`config.mk`:
```
export PLATFORM = sky130hd
export DESIGN_NAME = sar_host_ctrl
export DESIGN_NICKNAME = d
export VERILOG_FILES = /design/src/rtl/sar_host_pkg.sv /design/src/rtl/sar_host_sync.sv /design/src/rtl/sar_host_timer.sv /design/src/rtl/sar_host_ctrl.sv
export SDC_FILE = /design/constraint.sdc
export NUM_CORES = 1
export LEC_CHECK = 0
export BUFFER_PORTS_ARGS = -buffer_cell sky130_fd_sc_hd__buf_2
export CORE_UTILIZATION = 35
export DETAILED_ROUTE_END_ITERATION = 16
export GPL_TIMING_DRIVEN = 0
export PLACE_DENSITY = 0.57
export SETUP_SLACK_MARGIN = 0.3
export SYNTH_ARGS = -nofsm -noshare
export SYNTH_HDL_FRONTEND = slang
export SYNTH_HIERARCHICAL = 1
export SYNTH_SLANG_ARGS = --single-unit
```
`constraint.sdc`:
```
create_clock -name clk -period 3.6 [get_ports clk]
set_input_delay 0.36 -clock clk [delete_from_list [all_inputs] [get_ports clk]]
set_output_delay 0.36 -clock clk [all_outputs]
set_load 0.02 [all_outputs]
```
`src/rtl/sar_host_pkg.sv`:
```
`timescale 1ns/1ps
package sar_host_pkg;

   typedef enum logic [3:0] {
      ST_RST,
      ST_IDLE,
      ST_SETTLE,
      ST_ACQL,
      ST_ACQH,
      ST_CONVL,
      ST_WAIT,
      ST_RDGAP,
      ST_READ,
      ST_POST
   } ctl_st_e;

   function automatic int unsigned umax(input int unsigned a, input int unsigned b);
      return (a > b) ? a : b;
   endfunction

endpackage

```
`src/rtl/sar_host_sync.sv`:
```
`timescale 1ns/1ps
module sar_host_sync #(
   parameter int   STAGES  = 2,
   parameter logic RST_VAL = 1'b1
) (
   input  logic clk,
   input  logic rst_n,
   input  logic d_i,
   output logic q_o
);

   logic [STAGES-1:0] ff_q;

   generate
      if (STAGES < 1) begin : g_bad_stages
         $error("sar_host_sync: STAGES must be at least 1");
      end
      if (STAGES == 1) begin : g_single
         always_ff @(posedge clk or negedge rst_n) begin
            if (!rst_n) ff_q <= RST_VAL;
            else        ff_q <= d_i;
         end
      end else begin : g_chain
         always_ff @(posedge clk or negedge rst_n) begin
            if (!rst_n) ff_q <= {STAGES{RST_VAL}};
            else        ff_q <= {ff_q[STAGES-2:0], d_i};
         end
      end
   endgenerate

   assign q_o = ff_q[STAGES-1];

endmodule

```
`src/rtl/sar_host_timer.sv`:
```
`timescale 1ns/1ps
module sar_host_timer #(
   parameter int           W    = 8,
   parameter logic [W-1:0] INIT = '0
) (
   input  logic         clk,
   input  logic         rst_n,
   input  logic         load_i,
   input  logic [W-1:0] val_i,
   output logic         done_o
);

   logic [W-1:0] cnt_q;

   always_ff @(posedge clk or negedge rst_n) begin
      if (!rst_n)              cnt_q <= INIT;
      else if (load_i)         cnt_q <= val_i;
      else if (cnt_q != '0)    cnt_q <= cnt_q - W'(1);
   end

   assign done_o = (cnt_q == '0);

endmodule

```
`src/rtl/sar_host_ctrl.sv`:
```
`timescale 1ns/1ps
module sar_host_ctrl
   import sar_host_pkg::*;
#(
   parameter int DATA_W      = 14,
   parameter int CSL_CYC     = 3,
   parameter int CSH_CYC     = 3,
   parameter int ACQ_CYC     = 16,
   parameter int DV_CYC      = 3,
   parameter int EOC_TMO_CYC = 600,
   parameter int SETTLE_CYC  = 750000,
   parameter int RST_CYC     = 4,
   parameter int SYNC_STAGES = 2
) (
   input  logic              clk,
   input  logic              rst_n,
   input  logic              start_i,
   input  logic              lowpwr_i,
   input  logic              adc_eoc_n_i,
   input  logic [DATA_W-1:0] adc_data_i,
   output logic              adc_cs_n_o,
   output logic              adc_rc_o,
   output logic              adc_rst_o,
   output logic [DATA_W-1:0] result_o,
   output logic              result_vld_o,
   output logic              timeout_o
);

   localparam int ACQH_CYC = int'(umax(int'(ACQ_CYC - CSL_CYC), CSH_CYC));
   localparam int WAIT_CYC = EOC_TMO_CYC - CSL_CYC;
   localparam int MAX_CYC  = int'(umax(umax(umax(SETTLE_CYC, WAIT_CYC), umax(ACQH_CYC, DV_CYC)),
                                       umax(umax(CSL_CYC, CSH_CYC), RST_CYC)));
   localparam int CNT_W    = $clog2(MAX_CYC + 1);

   generate
      if (DATA_W < 1)                  begin : g_bad_w    $error("DATA_W must be positive"); end
      if (CSL_CYC < 1 || CSH_CYC < 1)  begin : g_bad_cs   $error("chip-select times must be positive"); end
      if (ACQ_CYC <= CSL_CYC)          begin : g_bad_acq  $error("ACQ_CYC must exceed CSL_CYC"); end
      if (DV_CYC < 1)                  begin : g_bad_dv   $error("DV_CYC must be positive"); end
      if (EOC_TMO_CYC <= CSL_CYC)      begin : g_bad_tmo  $error("EOC_TMO_CYC must exceed CSL_CYC"); end
      if (SETTLE_CYC < 1 || RST_CYC < 1) begin : g_bad_st $error("settle and reset times must be positive"); end
   endgenerate

   ctl_st_e           st_q, st_d;
   logic              tdone, tload;
   logic [CNT_W-1:0]  tval;
   logic              eoc_s, eoc_d_q, eoc_fall, eoc_hit_q, eoc_seen;
   logic              mode_q, shut_q, pend_q, go;
   logic              cap, tmo_d;
   logic              cs_n_q, rc_q, rst_q, vld_q, tmo_q;
   logic [DATA_W-1:0] res_q;

   function automatic logic [CNT_W-1:0] dur_m1(input ctl_st_e s);
      case (s)
         ST_RST:    return CNT_W'(RST_CYC - 1);
         ST_SETTLE: return CNT_W'(SETTLE_CYC - 1);
         ST_ACQL:   return CNT_W'(CSL_CYC - 1);
         ST_ACQH:   return CNT_W'(ACQH_CYC - 1);
         ST_CONVL:  return CNT_W'(CSL_CYC - 1);
         ST_WAIT:   return CNT_W'(WAIT_CYC - 1);
         ST_RDGAP:  return CNT_W'(CSH_CYC - 1);
         ST_READ:   return CNT_W'(DV_CYC - 1);
         ST_POST:   return CNT_W'(CSH_CYC - 1);
         default:   return '0;
      endcase
   endfunction

   sar_host_sync #(.STAGES(SYNC_STAGES), .RST_VAL(1'b1)) u_eoc_sync (
      .clk(clk), .rst_n(rst_n), .d_i(adc_eoc_n_i), .q_o(eoc_s)
   );

   sar_host_timer #(.W(CNT_W), .INIT(CNT_W'(RST_CYC - 1))) u_timer (
      .clk(clk), .rst_n(rst_n), .load_i(tload), .val_i(tval), .done_o(tdone)
   );

   assign eoc_fall = eoc_d_q & ~eoc_s;
   assign eoc_seen = eoc_hit_q | eoc_fall;
   assign go       = start_i | pend_q;

   always_comb begin
      st_d  = st_q;
      cap   = 1'b0;
      tmo_d = 1'b0;
      case (st_q)
         ST_RST:    if (tdone) st_d = ST_IDLE;
         ST_IDLE:   if (go)    st_d = shut_q ? ST_SETTLE : ST_ACQL;
         ST_SETTLE: if (tdone) st_d = ST_ACQL;
         ST_ACQL:   if (tdone) st_d = ST_ACQH;
         ST_ACQH:   if (tdone) st_d = ST_CONVL;
         ST_CONVL:  if (tdone) st_d = ST_WAIT;
         ST_WAIT: begin
            if (eoc_seen)   st_d = ST_RDGAP;
            else if (tdone) begin
               st_d  = ST_POST;
               tmo_d = 1'b1;
            end
         end
         ST_RDGAP:  if (tdone) st_d = ST_READ;
         ST_READ: begin
            if (tdone) begin
               st_d = ST_POST;
               cap  = 1'b1;
            end
         end
         ST_POST:   if (tdone) st_d = ST_IDLE;
         default:   st_d = ST_IDLE;
      endcase
   end

   assign tload = (st_d != st_q);
   assign tval  = dur_m1(st_d);

   always_ff @(posedge clk or negedge rst_n) begin
      if (!rst_n) begin
         st_q      <= ST_RST;
         eoc_d_q   <= 1'b1;
         eoc_hit_q <= 1'b0;
         mode_q    <= 1'b0;
         shut_q    <= 1'b1;
         pend_q    <= 1'b0;
         cs_n_q    <= 1'b1;
         rc_q      <= 1'b0;
         rst_q     <= 1'b1;
         vld_q     <= 1'b0;
         tmo_q     <= 1'b0;
         res_q     <= '0;
      end else begin
         st_q      <= st_d;
         eoc_d_q   <= eoc_s;
         eoc_hit_q <= (st_q inside {ST_CONVL, ST_WAIT}) ? (eoc_hit_q | eoc_fall) : 1'b0;
         if (st_q == ST_IDLE && go) mode_q <= lowpwr_i;
         if (st_q == ST_ACQH && st_d == ST_CONVL) shut_q <= mode_q;
         if (st_q == ST_IDLE)  pend_q <= 1'b0;
         else if (start_i)     pend_q <= 1'b1;
         cs_n_q    <= !(st_d inside {ST_ACQL, ST_CONVL, ST_READ});
         rc_q      <= (st_d inside {ST_ACQH, ST_CONVL}) & mode_q;
         rst_q     <= (st_d == ST_RST);
         vld_q     <= cap;
         tmo_q     <= tmo_d;
         if (cap) res_q <= adc_data_i;
      end
   end

   assign adc_cs_n_o   = cs_n_q;
   assign adc_rc_o     = rc_q;
   assign adc_rst_o    = rst_q;
   assign result_o     = res_q;
   assign result_vld_o = vld_q;
   assign timeout_o    = tmo_q;

endmodule

```
=== Yosys cells after proc, flatten, opt, wreduce, memory -nomap -nowiden ===
Memory sizes are Yosys's and may differ from the RTL's.
Index checks and enable logic that the tools add are counted.

* Register bits: 50
* Bits in read-only memories: 256
* Input port bits: 19
* Output and inout bits: 19
* Memories kept: 1

* Add/sub/neg operators: 1
* Equality and inequality tests: 14
* Mux-type cells: 20
* Bitwise gates (word level): 5
* Reductions and logical operators: 13

{| class="wikitable"
|+ Memories
! name !! depth !! bits a word !! rd ports !! clocked after memory_dff !! wr ports !! RTL line !! source
|-
| (name not given) || 16 || 16 || 1 || 0 || 0 || sar_host_ctrl.sv:54 || <nowiki>case (s)</nowiki>
|}

{| class="wikitable"
|+ Operator list
! operator !! count
|-
| $mux 20 || 2
|-
| $mux 4 || 9
|-
| $pmux 4 s9 || 1
|-
| $eq 4x3->1 const B || 6
|-
| $logic_not 20->1 || 1
|-
| $reduce_bool 20->1 || 1
|-
| $sub 20x1->20 const B || 1
|-
| $eq 4x2->1 const B || 3
|-
| $eq 4x4->1 const B || 3
|-
| $logic_not 4->1 || 2
|-
| $mux 1 || 8
|-
| $reduce_bool 2->1 || 4
|-
| $eq 4x1->1 const B || 1
|-
| $ne 4x4->1 || 1
|-
| $reduce_bool 3->1 || 1
|-
| $and 1x1->1 || 2
|-
| $logic_and 1x1->1 || 2
|-
| $or 1x1->1 || 2
|-
| $reduce_or 2->1 || 1
|-
| $logic_not 1->1 || 1
|-
| $not 1->1 || 1
|}

=== Longest topological paths before layout ===
Gate-level depths: netlist (run 1).

* Word-level depth: 8
* Depth in mapped cells: 14

=== Modules after synthesis ===
The synthesis (run 1) kept the hierarchy.

{| class="wikitable"
|+ By module, submodules not included
! module !! times used !! cells an instance !! area an instance (sq um) !! sequential area each (sq um)
|-
| sar_host_ctrl || 1 || 148 || 1337.5 || 705.7
|-
| sar_host_timer || 1 || 123 || 1204.9 || 503.0
|-
| sar_host_sync || 1 || 2 || 52.6 || 52.6
|}

=== Worst setup path after synthesis (run 1) ===
Ideal clock, no wire load.

* Path kind: register to register
* Start: register u_timer.cnt_q[17]
* End: register u_timer.cnt_q[3]
* Setup time: 0.125 ns
* Arrival: 3.001 ns
* Data required time: 3.475 ns
* Setup slack: 0.475 ns
* Stages on the path, launching flop included: 12
* Buffers on the path: 2
* Cells stage by stage: dfrtp_1 or3_1 or4_4 nor2_8 buf_2 or4_1 o31a_1 o221ai_4 o211ai_1 a211o_1 clkbuf_1 mux2_2

* Cells in the longest elaborated chain, start to end: 6

{| class="wikitable"
|+ Ends and longest elaborated chain
! element !! RTL line !! source
|-
| start: declaration || sar_host_timer.sv:13 || <nowiki>logic [W-1:0] cnt_q;</nowiki>
|-
| start signal: assignment || sar_host_timer.sv:17 || <nowiki>else if (load_i) cnt_q <= val_i;</nowiki>
|-
| start signal: assignment || sar_host_timer.sv:18 || <nowiki>else if (cnt_q != '0) cnt_q <= cnt_q - W'(1);</nowiki>
|-
| $logic_not 20->1 * || sar_host_timer.sv:21 || <nowiki>assign done_o = (cnt_q == '0);</nowiki>
|-
| via tdone || sar_host_ctrl.sv:45 || <nowiki>logic tdone, tload;</nowiki>
|-
| $mux 4 || sar_host_ctrl.sv:93, sar_host_ctrl.sv:100 ||
|-
| $mux 4 || sar_host_ctrl.sv:92 || <nowiki>if (eoc_seen) st_d = ST_RDGAP;</nowiki>
|-
| $pmux 4 s9 * || sar_host_ctrl.sv:84 || <nowiki>case (st_q)</nowiki>
|-
| $ne 4x4->1 * || sar_host_ctrl.sv:110 || <nowiki>assign tload = (st_d != st_q);</nowiki>
|-
| via tload || sar_host_ctrl.sv:45 ||
|-
| $mux 20 / $reduce_bool 2->1 (equally long branches) || n/a ||
|}

The timed path passes the listed nets; every way through them passes the cells marked *.
A chain may end at the register's enable or synchronous reset.

=== Worst setup path after layout (run 1) ===
* Start: register u_timer.cnt_q[17]
* End: register u_timer.cnt_q[13]

Same word-level chain as after synthesis.

==> flow_summary.ini, run 1 <==
[grt]
grt_pass1_wl_mm = 9.63
grt.overflow.total = 0
antenna_found_initial = 0
grt_usage_pct = 16.1
grt_pass1_vias = 2038
grt_max_degree = 51

[yosys]
synth_top_family_by_area = simple AND/OR/NAND/NOR gates
synth_warnings = 6
async_flop_share_pct = 100
synthTopCellsByArea = dfrtp_1 (41%), nand2_1 (9.8%), dfstp_2 (8.1%)
netlist.area_leader.share_pct = 40.5
ys_seq_area_share_pct = 48.6
synth_mux_area_share_pct = 1.74
netlist_instances = 273
synth_cell_type_count = 56
syn_area_per_cell_um2 = 9.51
ys_seq_elements = 50
synthSimpleGateAreaFrac_pct = 24.7
synth-xor-area-share_pct = 5.74
ys.flop_type = dfrtp_1
yosys.area.top_type = dfrtp_1
synth_compound_area_share_pct = 14.1
syn_area_mm2 = 0.00259
synth_fa_ha_area_share_pct = 0.964
synth_edf_count = 0

[setup_path]
critPathMaxFanout = 9
endpoint_kind = flop
ff2ff_path_depth = 12
crit_arrival_ns = 3.43
worst_r2r_endpoint = u_timer/cnt_q[13]$_DFFE_PN0P_
r2r_start = u_timer/cnt_q[17]$_DFFE_PN0P_
worstPathRequired_ns = 3.84
path_class = flop to flop
cpPeakStageDelay_ns = 0.48
cpMaxStageDelayCell = or4_4
worst-r2r-setup-slack_ns = 0.41
path_cells = or3_4 -> or4_4 -> nor2_8 -> buf_6 -> nand2_1 -> o31a_1 -> o221ai_4 -> o211ai_1 -> a211o_1 -> or2_4 -> buf_8 -> o21ai_2
cp-start-kind = flop

[clock_network]
cts_tree = yes
root_buffer = clkbuf_8
ctsHtreeMaxLevel = 2
clock-sinks = 50
cts_inserted_buffers = 5
path_clk_slew_ns = 0.10
clk_latency_ns = 0.31
clk_path_buf_depth = 2
holdBufCountCts = 0

[sta]
slew_viol_final = 0
slew_headroom_pct = 26.3
fin_crit_ns = 3.19
finalCritPeriodShare_pct = 88.7
worstMarginPinSlew_ns = 1.11
setup_tns_ns = 0
skew_ns = 0.0102
grt_setup_unrepaired = true
finalSetupViolCount = 0
holdWs_ns = 0.147
max_freq_ghz = 0.313
final_hold_viol_count = 0

[route]
vias = 2097
wl_mm = 5.68
first_iter_violations = 112
ant_nets = 0
remaining_drc_errors = 0
dr.pass1.iters = 4
vias_per_cell = 4.90
wl_per_cell_um = 13.3

[die]
io_pins = 38
start_util_pct = 36.0
core_area_mm2 = 0.00721
rows = 31
dieArea_mm2 = 0.00776
fp.dieH_um = 88.1
die_w_um = 88.1

[cells_and_area]
instances_no_fill = 428
diodes = 0
syn2layout_area_growth_pct = 20.6
layout-drive-gt1-share_pct = 31.6
final_nets = 349
postLayoutCellArea_mm2 = 0.00313

[pwr]
p_total_uw = 1170
power_leakage_uw = 0.00135
vdd_drop_max_uv = 177
p_per_area_mw_per_mm2 = 372

[min_path]
worstHoldPathType = primary input to flop
hold_depth = 1
holdPathEnd = u_eoc_sync/ff_q[0]$_DFF_PN1_
hp-start = adc_eoc_n_i

[status]
run_status = completed

[place]
place_congestion = 0.846
dp_hpwl_mm = 3.70
place_inst = 412
portBuffers = 37
dpl_cell_area_mm2 = 0.00292

[job]
cap_violations = 0
==> worst max-delay path: cells and delay by family, from the launching register on <==
kind	cells	cell delay [ns]
buf+inv	2	0.28
simple gates	5	1.37
compound gates	5	1.04
flops	1	0.42
==> Yosys cell counts (5+ instances only) <==
cell,n
nor2_1,13
o21ai_1,5
o21ai_0,12
nor3_1,10
nand2_1,68
xnor2_1,10
buf_2,7
xor2_1,7
dfrtp_1,42
nand2b_1,5
o21ai_2,9
inv_1,8
o31ai_1,6
dfstp_2,8
==> how the worst max path moves through the flow <==
stage	startpoint	end	slack (ns)	cells after the start
CTS	u_timer/cnt_q[17]$_DFFE_PN0P_	u_timer/cnt_q[19]$_DFFE_PN0P_	0.30	12
global placement	u_timer/cnt_q[17]$_DFFE_PN0P_	u_timer/cnt_q[14]$_DFFE_PN0P_	-0.05	11
global route	u_timer/cnt_q[17]$_DFFE_PN0P_	u_timer/cnt_q[11]$_DFFE_PN0P_	0.29	12
floorplan	u_timer/cnt_q[17]$_DFFE_PN0P_	u_timer/cnt_q[3]$_DFFE_PN0P_	0.47	11
finish	u_timer/cnt_q[17]$_DFFE_PN0P_	u_timer/cnt_q[13]$_DFFE_PN0P_	0.41	12
detailed placement	u_timer/cnt_q[17]$_DFFE_PN0P_	u_timer/cnt_q[14]$_DFFE_PN0P_	-0.03	11
==> state kept, by name (all words and copies together), names as in the netlist <==
name	cells
timeout_o	1
st_q	4
u_eoc_sync/ff_q	2
result_vld_o	1
adc_rc_o	1
eoc_hit_q	1
result_o	14
eoc_d_q	1
mode_q	1
pend_q	1
shut_q	1
adc_cs_n_o	1
u_timer/cnt_q	20
adc_rst_o	1
==> power breakdown <==
part           leakage [uW]  switching, uW  internal (uW)  total (uW)
registers          0.000553           57.3            617         674
clock network     0.0000478            198            159         356
logic              0.000751           63.7           71.3         135
total               0.00135            319            847        1170
==> layout make-up <==
cell class	count	area [um2]
clock buffer	6	82.6
clock inverter	2	16.3
multi-input combinational	204	1280
tap	99	124
buffer	13	85.1
sequential	50	1260
fill	735	4090
timing repair buffer	45	245
inverter	9	33.8
==> timing repair <==
item | 4_1_cts | 5_1_grt
setup buffers | 1 | 7
gates resized for setup | 3 | 14
setup endpoints to repair | 19 | 20
pin swaps | 1 | 3
==> cell usage in the layout, fill, tap and decap left out, types with 3 or more instances in the layout <==
| master | netlist | routed |
|---|---|---|
| nand2_1 | 68 | 68 |
| buf_2 | 7 | 43 |
| dfrtp_1 | 42 | 42 |
| nor2_1 | 13 | 13 |
| o21ai_0 | 12 | 12 |
| xnor2_1 | 10 | 10 |
| buf_4 | 1 | 9 |
| nor3_1 | 10 | 9 |
| o21ai_2 | 9 | 9 |
| inv_1 | 8 | 8 |
| dfstp_2 | 8 | 8 |
| xor2_1 | 7 | 7 |
| o31ai_1 | 6 | 6 |
| clkbuf_8 | 0 | 6 |
| o21ai_1 | 5 | 5 |
| nand2b_1 | 5 | 5 |
| a21oi_1 | 4 | 4 |
| nor3b_1 | 4 | 4 |
| mux2_2 | 4 | 4 |
| conb_1 | 1 | 4 |
| or4_1 | 3 | 3 |
==> logic make-up after synthesis <==
logic type	count (synthesis)
and+or+nand+nor	127
adders and majority gates	2
DFF	50
xor gates and xnor gates	17
buffers and inverters	22
muxes	4
other	1
AOI/OAI and AO/OA	50
==> routing by layer <==
layer / wire [um] / vias to the layer above / global-route usage, %
li1: - / 1035 / -
met1: 2820 / 1005 / 22.8
met2: 2600 / 50 / 24.8
met3: 199 / 7 / 2.45
met4: 67 / 0 / 6.01
met5: 0 / - / 0
==> through the flow <==
stage / utilization [%] / setup slack [ns]
2_1_floorplan: - / 0.475
3_3_place_gp: 40.4 / -0.0462
3_5_place_dp: 40.4 / -0.0327
4_1_cts: 42.0 / 0.303
5_1_grt: 43.4 / 0.287
6_report: 43.4 / 0.408
Power figures use the tool's default switching activity.
==> run 2, diff against run 1 <==
CORE_UTILIZATION = 25   (was 35)
PLACE_DENSITY = 0.45   (was 0.57)
==> run 2 against run 1 <==
Effect of this change:
- die area is 39% higher
- via count fell by 3.2%
- clock-buffer cell count fell by 1
- combinational power fell by 4%
- critical path type unchanged
==> flow_summary.ini, run 2 (synthesis gave the netlist of run 1 again) <==
[pwr]
power_leakage_uw = 0.00137
p_switching_uw = 315
clockPowerShare_pct = 33.4
vdd_drop_max_uv = 182
p_comb_share_pct = 10.8
seqPwrFrac_pct = 55.8
p_per_area_mw_per_mm2 = 377
p_sw_share_pct = 26.1
p_int_uw = 892

[grt]
met2_usage_pct = 19.1
antenna_found_initial = 0
grt_pass1_wl_mm = 10.5
grt-busiest-layer = met2
grt_usage_pct = 11.9
grt_max_degree = 51
use_met3_pct = 2.38
grt_pass1_vias = 2104
grt_use_met1_pct = 16.3
grt.overflow.total = 0

[cells_and_area]
layout-drive-gt1-share_pct = 31.6
syn2layout_area_growth_pct = 23.4
diodes = 0
instances_no_fill = 465
largest_reg_flops = 20
top_register = u_timer/cnt_q
final_common_cell = nand2_1
multi_input_area_mm2 = 0.00128
layout.area.seq_mm2 = 0.00126
final_cell_mix = nand2_1 (68), buf_2 (44), dfrtp_1 (42), nor2_1 (13)
final_nets = 352
final_util_pct = 32.3
n_fill_cell = 1074

[clock_network]
clk_latency_ns = 0.30
clk_path_buf_depth = 2
cts_tree = yes
clock-sinks = 50
path_clk_slew_ns = 0.10
cts_inserted_buffers = 5
ctsHtreeMaxLevel = 2
root_buffer = clkbuf_8

[sta]
fin_crit_ns = 3.15
max_freq_ghz = 0.317
skew_ns = 0.0103
slew_viol_final = 0
final_hold_viol_count = 0
holdWs_ns = 0.151
finalCritPeriodShare_pct = 87.6
grt_setup_unrepaired = false
slew_headroom_pct = 24.9
finalSetupViolCount = 0
worstMarginPinSlew_ns = 1.13

[setup_path]
r2r_start = u_timer/cnt_q[17]$_DFFE_PN0P_
worst-r2r-setup-slack_ns = 0.45
crit_arrival_ns = 3.40
cp-startpoint = u_timer/cnt_q[17]$_DFFE_PN0P_
ff2ff_path_depth = 12
cpMaxStageDelayCell = or4_4
cpPeakStageDelay_ns = 0.47
path_class = flop to flop
critPathMaxFanout = 10
endpoint_kind = flop
worstPathRequired_ns = 3.85
path_cells = or3_4 -> or4_4 -> nor2_8 -> buf_6 -> nand2_1 -> o31a_1 -> o221ai_4 -> o211ai_1 -> a211o_1 -> buf_2 -> a211oi_1 -> a21o_1
worstSetupEndpoint = u_timer/cnt_q[6]$_DFFE_PN0P_
worst_r2r_endpoint = u_timer/cnt_q[6]$_DFFE_PN0P_
cp-start-kind = flop

[route]
wl_mm = 5.95
wl_per_cell_um = 12.8
ant_nets = 0
remaining_drc_errors = 0
dr.pass1.iters = 4
vias_per_cell = 4.37
vias = 2030
first_iter_violations = 77

[min_path]
hold_depth = 1
worstHoldPathType = primary input to flop

[die]
io_pins = 38
fp.dieH_um = 104
rows = 36
core_area_mm2 = 0.00991
start_util_pct = 26.2
die_w_um = 104
dieArea_mm2 = 0.0108

[place]
dp_hpwl_mm = 4.05
place_inst = 446
portBuffers = 37
place_congestion = 0.805

[status]
run_status = completed

[job]
cap_violations = 0
[run 2: cell types whose count changed in the layout (fill, tap and decap cells not counted), sizes merged]
cell / previous run / this run
buf: 54 / 58
bufinv: 0 / 1
inv: 10 / 9
clkinvlp: 1 / 2
clkbuf: 10 / 8
[run 2: how the worst min path moves through the flow]
stage	from	slack (ns)	end
3_3_place_gp	u_eoc_sync/ff_q[0]$_DFF_PN1_	0.35	u_eoc_sync/ff_q[1]$_DFF_PN1_
4_1_cts	adc_eoc_n_i	0.13	u_eoc_sync/ff_q[0]$_DFF_PN1_
5_1_grt	adc_eoc_n_i	0.12	u_eoc_sync/ff_q[0]$_DFF_PN1_
3_5_place_dp	u_eoc_sync/ff_q[0]$_DFF_PN1_	0.35	u_eoc_sync/ff_q[1]$_DFF_PN1_
2_1_floorplan	rst_n	0.06	adc_rc_o$_DFF_PN0_
6_report	adc_eoc_n_i	0.15	u_eoc_sync/ff_q[0]$_DFF_PN1_
[run 2: repair_timing]
action / 4_1_cts / 5_1_grt
pin swaps: 1 / 6
endpoints found under the setup margin: 20 / 20
buffers inserted: 1 / 10
gates resized for setup: 4 / 11
hold buffers: 0 / 0
[run 2: stage by stage]
stage	setup TNS, ns	power, uW	instance area [um2]	worst slack, ns
finish	0	1210	3200	0.447
global route	0	1290	3200	0.290
CTS	0	1230	3090	0.300
detailed placement	-1.18	811	2960	-0.167
global placement	-1.01	807	2960	-0.146
floorplan	0	761	2610	0.475
[run 2: critical path, delay by kind of cell, from the launching register on]
kind	cells	cell delay [ns]
AOI/OAI and AO/OA	6	1.26
buffers and inverters	2	0.34
DFF	1	0.41
and+or+nand+nor	4	1.08
[run 2: layout make-up]
type / instances / area share (%)
Multi-Input combinational cell: 204 / 39.9
Sequential cell: 50 / 39.4
Timing Repair Buffer: 48 / 8.36
Tap cell: 133 / 5.20
Buffer: 13 / 2.58
Clock buffer: 5 / 2.15
Clock inverter: 3 / 1.41
Inverter: 9 / 1.06
[run 2: power by group through the flow]
| stage | clock [uW] | sequential (uW) | combinational (uW) |
|---|---|---|---|
| 2_1_floorplan | 0 | 668 | 92.7 |
| 3_3_place_gp | 0 | 681 | 126 |
| 3_5_place_dp | 0 | 682 | 129 |
| 4_1_cts | 428 | 671 | 129 |
| 5_1_grt | 457 | 682 | 149 |
| 6_report | 403 | 673 | 130 |
[run 2: layer usage]
layer	routed length, um	up-vias
met2	2800	26
met1	2980	972
met3	130	2
met5	0	-
met4	41	0
li1	-	1030
